--- src/rtl/evt_pkg.sv ---
package evt_pkg;
  localparam logic [11:0] OFS_CAP   = 12'h000;
  localparam logic [11:0] OFS_PER   = 12'h004;
  localparam logic [11:0] OFS_GEN   = 12'h010;
  localparam logic [11:0] OFS_STS   = 12'h020;
  localparam logic [11:0] OFS_CNT   = 12'h0F0;
  localparam logic [3:0]  CH_PAGE   = 4'h1;
  localparam logic [4:0]  CH_CFG    = 5'h00;
  localparam logic [4:0]  CH_CMP    = 5'h08;

  localparam int GEN_RUN = 0;
  localparam int GEN_LEG = 1;

  localparam int C_LEVEL  = 1;
  localparam int C_IE     = 2;
  localparam int C_PER    = 3;
  localparam int C_PCAP   = 4;
  localparam int C_VS     = 6;
  localparam int C_F32    = 8;
  localparam int C_RT_LSB = 9;
  localparam int RT_W     = 5;

  typedef enum logic [1:0] {
    VS_IDLE   = 2'd0,
    VS_MATCH  = 2'd1,
    VS_PERIOD = 2'd2
  } vs_state_e;
endpackage

--- src/rtl/evt_counter.sv ---
module evt_counter #(
  parameter int W = 32
) (
  input  logic         clk,
  input  logic         rst_n,
  input  logic         run,
  input  logic         ld,
  input  logic [W-1:0] ld_val,
  output logic [W-1:0] cnt
);
  always_ff @(posedge clk) begin
    if (!rst_n)      cnt <= '0;
    else if (run)    cnt <= cnt + 1'b1;
    else if (ld)     cnt <= ld_val;
  end

  // one step per clock while running
  a_r3_step: assert property (@(posedge clk) disable iff (!rst_n)
    run |=> (cnt == $past(cnt) + 1'b1));
  // frozen when stopped and not loaded
  a_r3_hold: assert property (@(posedge clk) disable iff (!rst_n)
    (!run && !ld) |=> $stable(cnt));
endmodule

--- src/rtl/evt_channel.sv ---
module evt_channel
  import evt_pkg::*;
#(
  parameter int W = 32
) (
  input  logic            clk,
  input  logic            rst_n,
  input  logic            run,
  input  logic [W-1:0]    cnt,
  input  logic            cfg_wr,
  input  logic            cmp_wr,
  input  logic [W-1:0]    wdata,
  input  logic            sts_clr,
  output logic [W-1:0]    cfg_rd,
  output logic [W-1:0]    cmp_rd,
  output logic            sts,
  output logic            fire,
  output logic [RT_W-1:0] route
);
  logic          ie, lvl, per_md, f32;
  logic [W-1:0]  cmp, period;
  logic          pulse;
  vs_state_e     stage;
  logic          match;

  assign match = run && (cnt == cmp);

  always_ff @(posedge clk) begin
    if (!rst_n) begin
      ie     <= 1'b0;
      lvl    <= 1'b0;
      per_md <= 1'b0;
      f32    <= 1'b0;
      route  <= '0;
    end else if (cfg_wr) begin
      ie     <= wdata[C_IE];
      lvl    <= wdata[C_LEVEL];
      per_md <= wdata[C_PER];
      f32    <= wdata[C_F32];
      route  <= wdata[C_RT_LSB +: RT_W];
    end
  end

  always_ff @(posedge clk) begin
    if (!rst_n) begin
      cmp    <= '0;
      period <= '0;
      stage  <= VS_IDLE;
    end else begin
      if (cfg_wr && wdata[C_VS]) stage <= VS_MATCH;
      if (cmp_wr) begin
        if (per_md && stage == VS_MATCH) begin
          cmp   <= wdata;
          stage <= VS_PERIOD;
        end else if (per_md && stage == VS_PERIOD) begin
          period <= wdata;
          stage  <= VS_IDLE;
        end else begin
          cmp <= wdata;
        end
      end else if (match && per_md) begin
        cmp <= cmp + period;
      end
    end
  end

  always_ff @(posedge clk) begin
    if (!rst_n) begin
      sts   <= 1'b0;
      pulse <= 1'b0;
    end else begin
      if (match && ie && lvl) sts <= 1'b1;
      else if (sts_clr)       sts <= 1'b0;
      pulse <= match && ie && !lvl;
    end
  end

  assign fire = lvl ? (sts && ie) : pulse;

  always_comb begin
    cfg_rd                      = '0;
    cfg_rd[C_LEVEL]             = lvl;
    cfg_rd[C_IE]                = ie;
    cfg_rd[C_PER]               = per_md;
    cfg_rd[C_PCAP]              = 1'b1;
    cfg_rd[C_VS]                = (stage != VS_IDLE);
    cfg_rd[C_F32]               = f32;
    cfg_rd[C_RT_LSB +: RT_W]    = route;
  end
  assign cmp_rd = cmp;

  // periodic match advances comparator by the period
  a_r9_reload: assert property (@(posedge clk) disable iff (!rst_n)
    (match && per_md && !cmp_wr) |=> (cmp == $past(cmp) + $past(period)));
  // disabled channel emits no pulse
  a_r10_quiet: assert property (@(posedge clk) disable iff (!rst_n)
    !ie |=> !pulse);
  // edge-type channel never raises its status bit
  a_r7_no_status: assert property (@(posedge clk) disable iff (!rst_n)
    (!lvl && !sts) |=> !sts);
  // period write ends the two-write load
  a_r8_vs_done: assert property (@(posedge clk) disable iff (!rst_n)
    (per_md && stage == VS_PERIOD && cmp_wr && !cfg_wr) |=> (stage == VS_IDLE));
  // stopped counter leaves comparator untouched
  a_r3_no_compare: assert property (@(posedge clk) disable iff (!rst_n)
    (!run && !cmp_wr) |=> $stable(cmp));
endmodule

--- src/rtl/evt_timer.sv ---
module evt_timer
  import evt_pkg::*;
#(
  parameter int          NCHAN     = 3,
  parameter logic [15:0] VENDOR    = 16'h5A17,
  parameter logic [7:0]  REV       = 8'h02,
  parameter logic [31:0] PERIOD_FS = 32'd50_000_000
) (
  input  logic        clk,
  input  logic        rst_n,
  input  logic        wr_en,
  input  logic [11:0] addr,
  input  logic [31:0] wdata,
  output logic [31:0] rdata,
  output logic [31:0] irq_lines
);
  localparam int W     = 32;
  localparam int CIW   = 3;
  localparam int LINES = 1 << RT_W;

  logic             g_run, g_leg;
  logic [W-1:0]     cnt;
  logic             cnt_ld;
  logic             in_ch;
  logic [CIW-1:0]   ch_idx;
  logic [4:0]       ch_off;
  logic             sts_wr;

  logic [NCHAN-1:0] cfg_wr, cmp_wr, sts_clr, sts, fire;
  logic [W-1:0]     cfg_rd [NCHAN];
  logic [W-1:0]     cmp_rd [NCHAN];
  logic [RT_W-1:0]  route  [NCHAN];

  assign in_ch  = (addr[11:8] == CH_PAGE);
  assign ch_idx = addr[7:5];
  assign ch_off = addr[4:0];
  assign sts_wr = wr_en && (addr == OFS_STS);
  assign cnt_ld = wr_en && (addr == OFS_CNT) && !g_run;

  always_ff @(posedge clk) begin
    if (!rst_n) begin
      g_run <= 1'b0;
      g_leg <= 1'b0;
    end else if (wr_en && addr == OFS_GEN) begin
      g_run <= wdata[GEN_RUN];
      g_leg <= wdata[GEN_LEG];
    end
  end

  evt_counter #(.W(W)) u_cnt (
    .clk(clk), .rst_n(rst_n), .run(g_run),
    .ld(cnt_ld), .ld_val(wdata), .cnt(cnt)
  );

  for (genvar i = 0; i < NCHAN; i++) begin : g_ch
    assign cfg_wr[i]  = wr_en && in_ch && (ch_idx == CIW'(i)) && (ch_off == CH_CFG);
    assign cmp_wr[i]  = wr_en && in_ch && (ch_idx == CIW'(i)) && (ch_off == CH_CMP);
    assign sts_clr[i] = sts_wr && wdata[i];
    evt_channel #(.W(W)) u_ch (
      .clk(clk), .rst_n(rst_n), .run(g_run), .cnt(cnt),
      .cfg_wr(cfg_wr[i]), .cmp_wr(cmp_wr[i]), .wdata(wdata),
      .sts_clr(sts_clr[i]), .cfg_rd(cfg_rd[i]), .cmp_rd(cmp_rd[i]),
      .sts(sts[i]), .fire(fire[i]), .route(route[i])
    );
  end

  always_comb begin
    irq_lines = '0;
    for (int i = 0; i < NCHAN; i++) begin
      if (fire[i]) begin
        if (g_leg && i == 0)      irq_lines[0] = 1'b1;
        else if (g_leg && i == 1) irq_lines[8] = 1'b1;
        else                      irq_lines[route[i]] = 1'b1;
      end
    end
  end

  always_comb begin
    rdata = '0;
    case (addr)
      OFS_CAP: rdata = {VENDOR, 3'b000, 5'(NCHAN - 1), REV};
      OFS_PER: rdata = PERIOD_FS;
      OFS_GEN: rdata = {30'd0, g_leg, g_run};
      OFS_STS: rdata = W'(sts);
      OFS_CNT: rdata = cnt;
      default: begin
        for (int i = 0; i < NCHAN; i++) begin
          if (in_ch && ch_idx == CIW'(i) && ch_off == CH_CFG) rdata = cfg_rd[i];
          if (in_ch && ch_idx == CIW'(i) && ch_off == CH_CMP) rdata = cmp_rd[i];
        end
      end
    endcase
  end

  // counter write ignored while running
  a_r4_locked: assert property (@(posedge clk) disable iff (!rst_n)
    (g_run && wr_en && addr == OFS_CNT) |=> (cnt == $past(cnt) + 1'b1));
  // write-1 clears a status bit not being set
  a_r6_clear: assert property (@(posedge clk) disable iff (!rst_n)
    (sts_wr && wdata[0] && !g_run) |=> !sts[0]);
  // legacy override sends channel 0 to line 0
  a_r11_legacy: assert property (@(posedge clk) disable iff (!rst_n)
    (g_leg && fire[0]) |-> irq_lines[0]);
  // no line active while everything is quiet after reset
  a_r1_idle: assert property (@(posedge clk) disable iff (!rst_n)
    (fire == '0) |-> (irq_lines == '0));
  initial a_r2_lines: assert (LINES == 32 && NCHAN <= 8 && NCHAN >= 2);
endmodule

--- config.mk ---
export PLATFORM = sky130hd
export DESIGN_NAME = evt_timer
export DESIGN_NICKNAME = d
export VERILOG_FILES = /design/src/rtl/evt_pkg.sv /design/src/rtl/evt_counter.sv /design/src/rtl/evt_channel.sv /design/src/rtl/evt_timer.sv
export SDC_FILE = /design/constraint.sdc
export NUM_CORES = 1
export LEC_CHECK = 0
export ABC_AREA = 1
export BUFFER_PORTS_ARGS = -buffer_cell sky130_fd_sc_hd__buf_2
export CAP_MARGIN = 40
export CORE_ASPECT_RATIO = 1.4
export CORE_UTILIZATION = 49
export DETAILED_ROUTE_END_ITERATION = 7
export PLACE_DENSITY_LB_ADDON = 0.08
export SYNTH_ARGS = -nofsm -noshare
export SYNTH_HDL_FRONTEND = slang
export SYNTH_SLANG_ARGS = --single-unit
--- constraint.sdc ---
create_clock -name clk -period 2.1 [get_ports clk]
set_input_delay 0.105 -clock clk [delete_from_list [all_inputs] [get_ports clk]]
set_output_delay 0.105 -clock clk [all_outputs]
set_load 0.02 [all_outputs]
Word-level counts from Yosys, hierarchy flattened
Cells that the tools add are included.
{ "word_totals": {"output_inout_bits": 64, "ff_bits": 265} }
{ "op_classes": {"n_reduce_logical": 79, "muxes": 56, "eq_ne": 20, "n_addsub": 4, "n_lt_le_gt_ge": 6, "bitwise_logic": 5} }
{ "op_table": {"columns": ["operator", "count"], "rows": [
  ["$mux 32", 22],
  ["$pmux 32 s5", 1],
  ["$add 32x32->32", 3],
  ["$eq 32x32->1", 3],
  ["$or 32x32->32", 2],
  ["$logic_and 1x1->1", 56],
  ["$add 32x1->32 const B", 1],
  ["$mux 31", 1],
  ["$mux 2", 12],
  ["$mux 23", 1],
  ["$reduce_bool 2->1", 10],
  ["$lt 5x6->1 const B", 3],
  ["$demux 1 s5", 3],
  ["$ge 5x1->1 const B", 3],
  ["$mux 1", 14],
  ["$mux 14", 1],
  ["$eq 12x3->1 const B", 1],
  ["$eq 12x5->1 const B", 1],
  ["$eq 12x6->1 const B", 1],
  ["$eq 12x8->1 const B", 1],
  ["$logic_not 12->1", 1],
  ["$ne 3x3->1 const B", 3],
  ["$reduce_and 3->1", 3],
  ["$mux 8", 1],
  ["11 further kinds", 22]
]} }

Depth between registers and ports, before layout
{ "logic_depth": {"depth_word": 11, "ltp_mapped": 15} }

Modules after synthesis
A second synthesis with hierarchy kept.
{ "hier_totals": {"hier_cells": 4645, "area_unflattened_um2": 25219.2} }
{ "modules_own_cells": {"columns": ["mod", "area_per_inst_um2", "cells_each", "seq_area_each_um2", "instances"], "rows": [
  ["evt_channel", 6471.2, 1155, 1541.5, 3],
  ["evt_timer", 3409.5, 778, 40.0, 1],
  ["evt_counter", 2396.0, 402, 640.6, 1]
]} }

Worst setup path after synthesis
No wires, ideal clock.
{ "synth_path": {"path_kind": "reg-to-reg", "start": "register g_ch[1].u_ch.cmp[0]", "end": "register g_ch[1].u_ch.cmp[16]", "setup_time_ps": 70, "required_time_ps": 2030, "arrival_time_ps": 1885, "synth_period_minus_slack_ps": 1956, "path_slack_ps": 144, "stages_incl_launch_ff": 13, "cell_sequence": "dfxtp_1 ha_1 fa_1 nand3_1 nand3_1 nand2_1 nand2_1 a21oi_1 xnor2_1 nand2_1 nand2_1 nand2_1 a21oi_1"} }
{ "synth_between": {"elab_chain_len": 5} }
{ "synth_lines": {"columns": ["element", "line", "text"], "rows": [
  ["start, declared", "evt_channel.sv:21", "logic [W-1:0] cmp, period;"],
  ["start signal, assigned", "evt_channel.sv:53", "cmp <= wdata;"],
  ["start signal, assigned", "evt_channel.sv:59", "cmp <= wdata;"],
  ["start signal, assigned", "evt_channel.sv:62", "cmp <= cmp + period;"],
  ["parallel branches: the longest is 5 deep, another holds $add 32x32->32", null, null]
]} }
Parallel ways; which one is timed is not known. The select of a mux whose other input is x is not followed.
A chain may end at the register's enable or synchronous reset.

Worst setup path in the final report
{ "layout_path": {"start": "register g_ch[0].u_ch.route[2]", "end": "output irq_lines[24]"} }
{ "layout_between": {"elab_chain_len": 11} }
{ "layout_lines": {"columns": ["element", "line", "text"], "rows": [
  ["start, declared", "evt_channel.sv:18", "output logic [RT_W-1:0] route"],
  ["start signal, assigned", "evt_channel.sv:40", "route <= wdata[C_RT_LSB +: RT_W];"],
  ["$lt 5x6->1 (implied by the code) or $ge 5x1->1 (tied branches)", "evt_timer.sv:73", "else irq_lines[route[i]] = 1'b1;"],
  ["$logic_and 1x1->1 (implied by the code)", "evt_timer.sv:73", null],
  ["$mux 1 (implied by the code)", "evt_timer.sv:73", null],
  ["$demux 1 s5 (*)", "evt_timer.sv:73", null],
  ["$mux 31 (*)", "evt_timer.sv:71", "if (g_leg && i == 0) irq_lines[0] = 1'b1;"],
  ["$mux 32 (*)", "evt_timer.sv:70", "if (fire[i]) begin"],
  ["$or 32x32->32 (no line)", null, null],
  ["$mux 23", "evt_timer.sv:72", "else if (g_leg && i == 1) irq_lines[8] = 1'b1;"],
  ["$mux 32 (*)", "evt_timer.sv:70", null],
  ["$or 32x32->32 (no line)", null, null],
  ["$mux 32 (*)", "evt_timer.sv:70", null],
  ["end, declared", "evt_timer.sv:15", "output logic [31:0] irq_lines"]
]} }
Every way passes the cells marked *; elsewhere a longest branch is shown, timed or not.

==> key figures <==
Status
  – Status: finished with violations
  – Failing checks: DRC, setup timing

Worst hold path
  – Hold Path Depth: 5
  – Min-Delay Path Class: primary input to flip-flop
  – Worst Hold Path EP: g_ch[1].u_ch.cmp_rd[7]
  – Min-Delay Startpoint: wdata[7]

Routing
  – Via Count: 31430
  – Drt drc: 59
  – Vias per std cell: 5.919
  – Post-route antenna net violation count: 0
  – Drt total wl: 125500 µm
  – 1st-iter DRT viols: 3654
  – Detailed Routing Iterations Pass 1: 8
  – Wire per inst: 23.63 µm

Worst setup path
  – CP startpoint kind: flip-flop
  – Worst R2R Path Depth: 13
  – Reg2reg end: g_ch[0].u_ch.cmp_rd[18]
  – CP required: 2000 ps
  – Crit path DAT: 2160 ps
  – Crit path max fanout: 6
  – Worst Setup SP: g_ch[0].u_ch.route[2]
  – Critical Path, Cell by Cell: inv_2 -> nand4_1 -> o31ai_2 -> nand2_2 -> o21ai_1 -> buf_4
  – CP Class: flip-flop to output port
  – CP max-delay cell: dfxtp_2
  – RR Startpoint: g_ch[0].u_ch.cmp_rd[8]
  – Reg-to-reg setup timing slack: -100 ps
  – Worst setup EP type: output port
  – Critical Path Max Stage Delay: 370 ps

Logic synthesis
  – Seq/Total Area, Yosys: 22.53%
  – Post-synth EDFFs: 0
  – Mapped Area: 0.02354 mm²
  – Area contributors post-synth: nand2_1, dfxtp_1, inv_1
  – Primary FF master, synth: dfxtp_1
  – Syn_nets: 4309
  – Synth cell types: 54
  – Cell taking the most area after synthesis: nand2_1
  – Synth warn: 0
  – Post-synth top area share: 23.23%
  – FFs w/ async S/R, synth: 0%
  – Avg Cell Area, Syn: 5.652 µm²
  – Total of flip-flops plus latches after synthesis: 265
  – Mapped Cells: 4165

CTS
  – Clk_lat worst skew: 610 ps
  – CTS clock-pin slew for the worst setup and hold paths: 70 ps
  – Clk buf depth: 3
  – CTS Buf Count: 30
  – H-tree levels: 1
  – Root Driver: clkbuf_16
  – CTS tree: yes
  – Sinks on Clock Net: 265

Final layout
  – Design area: 0.03302 mm²
  – Post-layout nets: 4801
  – Layout Cells excl Fill: 5310
  – Area grow syn2layout: 40.24%
  – Layout cell share with drive strength beyond 1: 28.43%
  – Fill cells: 4180

Power and ir drop
  – Overall power: 11.57 mW
  – P_leak: 16.54 nW
  – Pwr/cell area: 350.3 mW/mm²
  – Worst VDD drop: 0.7478 mV

Floorplan
  – Core ar.: 0.04716 mm²
  – Starting Density: 49.92%
  – # IOs: 111
  – Die W: 187.3 µm
  – Die area: 0.04894 mm²
  – Die height: 261.4 µm
  – Row cnt: 94

GRT
  – Initial antenna violation count: 4
  – Global-route wire length before repair: 173600 µm
  – Pin count of the biggest net entering global routing: 92
  – Number of global-route vias before repair: 28060
  – GR Overflow Total: 0
  – GRT Overall Usage: 47.63%

Place
  – HPWL Detailed: 92670 µm
  – Final GP Congestion: 1.120
  – Buffers on Ports: 110
  – Placed Area: 0.02756 mm²
  – DP Worst Slack: -61.14 ps
  – Cell count after placement: 5167

STA
  – Tcrit/Tclk final: 108.0%
  – Slew margin rel.: 32.06%
  – Min Tclk post-route: 2267 ps
  – Max Freq: 0.4411 GHz
  – Final hold violation count: 0
  – Worst setup slack after layout: -167.2 ps
  – Clock skew: 20.02 ps
  – Worst slew pin tran: 1018 ps
  – RSZ-0062 raised after global routing: true
  – Final number of setup-violating endpoints: 101
  – Smallest hold slack: 24.40 ps
  – Fin. max-slew vios: 0

Flow run
  – Max cap viols: 0
state kept, by name, indices dropped and copies added, names as in the netlist, 6 cells and up:
signal            flops
g_ch.u_ch.stage       6
g_ch.u_ch.cmp_rd     96
g_ch.u_ch.period     96
g_ch.u_ch.route      15
u_cnt.cnt            32
Yosys cell counts (4+ instances only):
cell       instances
a21o_1             5
a21oi_1          282
a221oi_1           5
a31oi_1           14
a32o_1            19
and2_1             8
and3_1             5
buf_1             10
buf_2             44
buf_4             16
buf_6              9
clkbuf_1          71
dfxtp_1          265
ha_1              94
inv_1            594
inv_2             21
nand2_1         1457
nand2_2           10
nand3_1          299
nand3b_1          17
nand4_1           38
nor2_1           327
nor2_2            12
nor3_1            72
nor4_1             8
o2111ai_1         10
o211ai_1          18
o21a_1            35
o21ai_0          235
o21ai_1           17
o221ai_1          15
o22ai_1           11
o31ai_1           12
or2_2              4
xnor2_1           39
xor2_1            32
cells in the final DEF, fill, tap and decap left out, types with 39 or more instances in the layout:
master and instances:
nand3_1 274, nor2_1 289, buf_6 45, nand2_2 109
a21oi_1 200, o21ai_1 46, buf_4 429, o21ai_0 167
dfxtp_1 165, nand2_1 1283, buf_2 67, inv_1 569
nor2_2 40, nand2_4 74, a21oi_2 82, ha_4 50
dfxtp_2 72, nor3_1 39
layer usage:
metal | track usage, % | share of wire (%)
met5 | 0 | 0.011
met2 | 77.21 | 44
met1 | 54.20 | 34
met3 | 7.478 | 11
met4 | 43.78 | 11
power breakdown:
group	leakage (nW)	internal [mW]	switching (mW)	total (mW)
logic	13.8	0.131	0.494	0.625
registers	2.19	4.99	0.000396	4.99
clock network	0.540	3.47	2.48	5.96
worst max-delay path, delay by kind of cell (launching register included):
family                 cells  cell delay, ps
AND/OR/NAND/NOR            2             400
AO/OA/AOI/OAI              2             400
buffers and inverters      2             390
flip-flops                 1             370
cells by family (layout without fill, tap and decap cells):
kind of cell             after synthesis  count (layout)  synth area share, %
other                                  0               5                    0
flip-flops                           265             265                22.53
AND/OR/NAND/NOR                     2275            2275                40.01
adder cells (fa/ha/maj)               97              97                5.251
XOR/XNOR                              71              71                2.641
buffers and inverters                769            1285                13.04
multiplexers                           1               1              0.04252
AO/OA/AOI/OAI                        687             687                16.48
layout make-up:
type | count | area (µm²) | area share (%)
inverters | 618 | 2366 | 7.166
clock inverters | 15 | 196.4 | 0.5950
diodes | 5 | 12.51 | 0.03790
well taps | 624 | 780.7 | 2.365
flip-flops and latches | 265 | 5500 | 16.66
repair buffers | 611 | 5286 | 16.01
clock buffers | 41 | 893.4 | 2.706
multi-input cells | 3131 | 17980 | 54.46
what timing repair did:
item / CTS / global route
gates resized for setup: 255 / 724
setup buffers: 21 / 29
pin swaps: 38 / 150
cloned: 8 / 8
hold endpoints to repair: 50 / 0
hold buffers: 21 / 0
endpoints found under the setup margin: 98 / 167
worst max path at each step:
| stage | to | slack (ps) | depth (start not counted) |
|---|---|---|---|
| finish | irq_lines[24] | -170 | 6 |
| global route | irq_lines[15] | -190 | 9 |
| CTS | irq_lines[6] | -160 | 11 |
| detailed placement | g_ch[0].u_ch.cmp_rd[29] | -60 | 16 |
| global placement | rdata[22] | -60 | 12 |
| floorplan | g_ch[1].u_ch.cmp_rd[16] | 140 | 12 |
stage by stage:
step                      util, %  setup TNS, ps
after floorplan                 -              0
after global placement      58.43         -192.2
after detailed placement    58.43         -483.4
after CTS                   63.49          -2815
after global routing        69.98         -12750
final                       70.00          -4934
No activity file was read; power rests on OpenSTA's default activity.
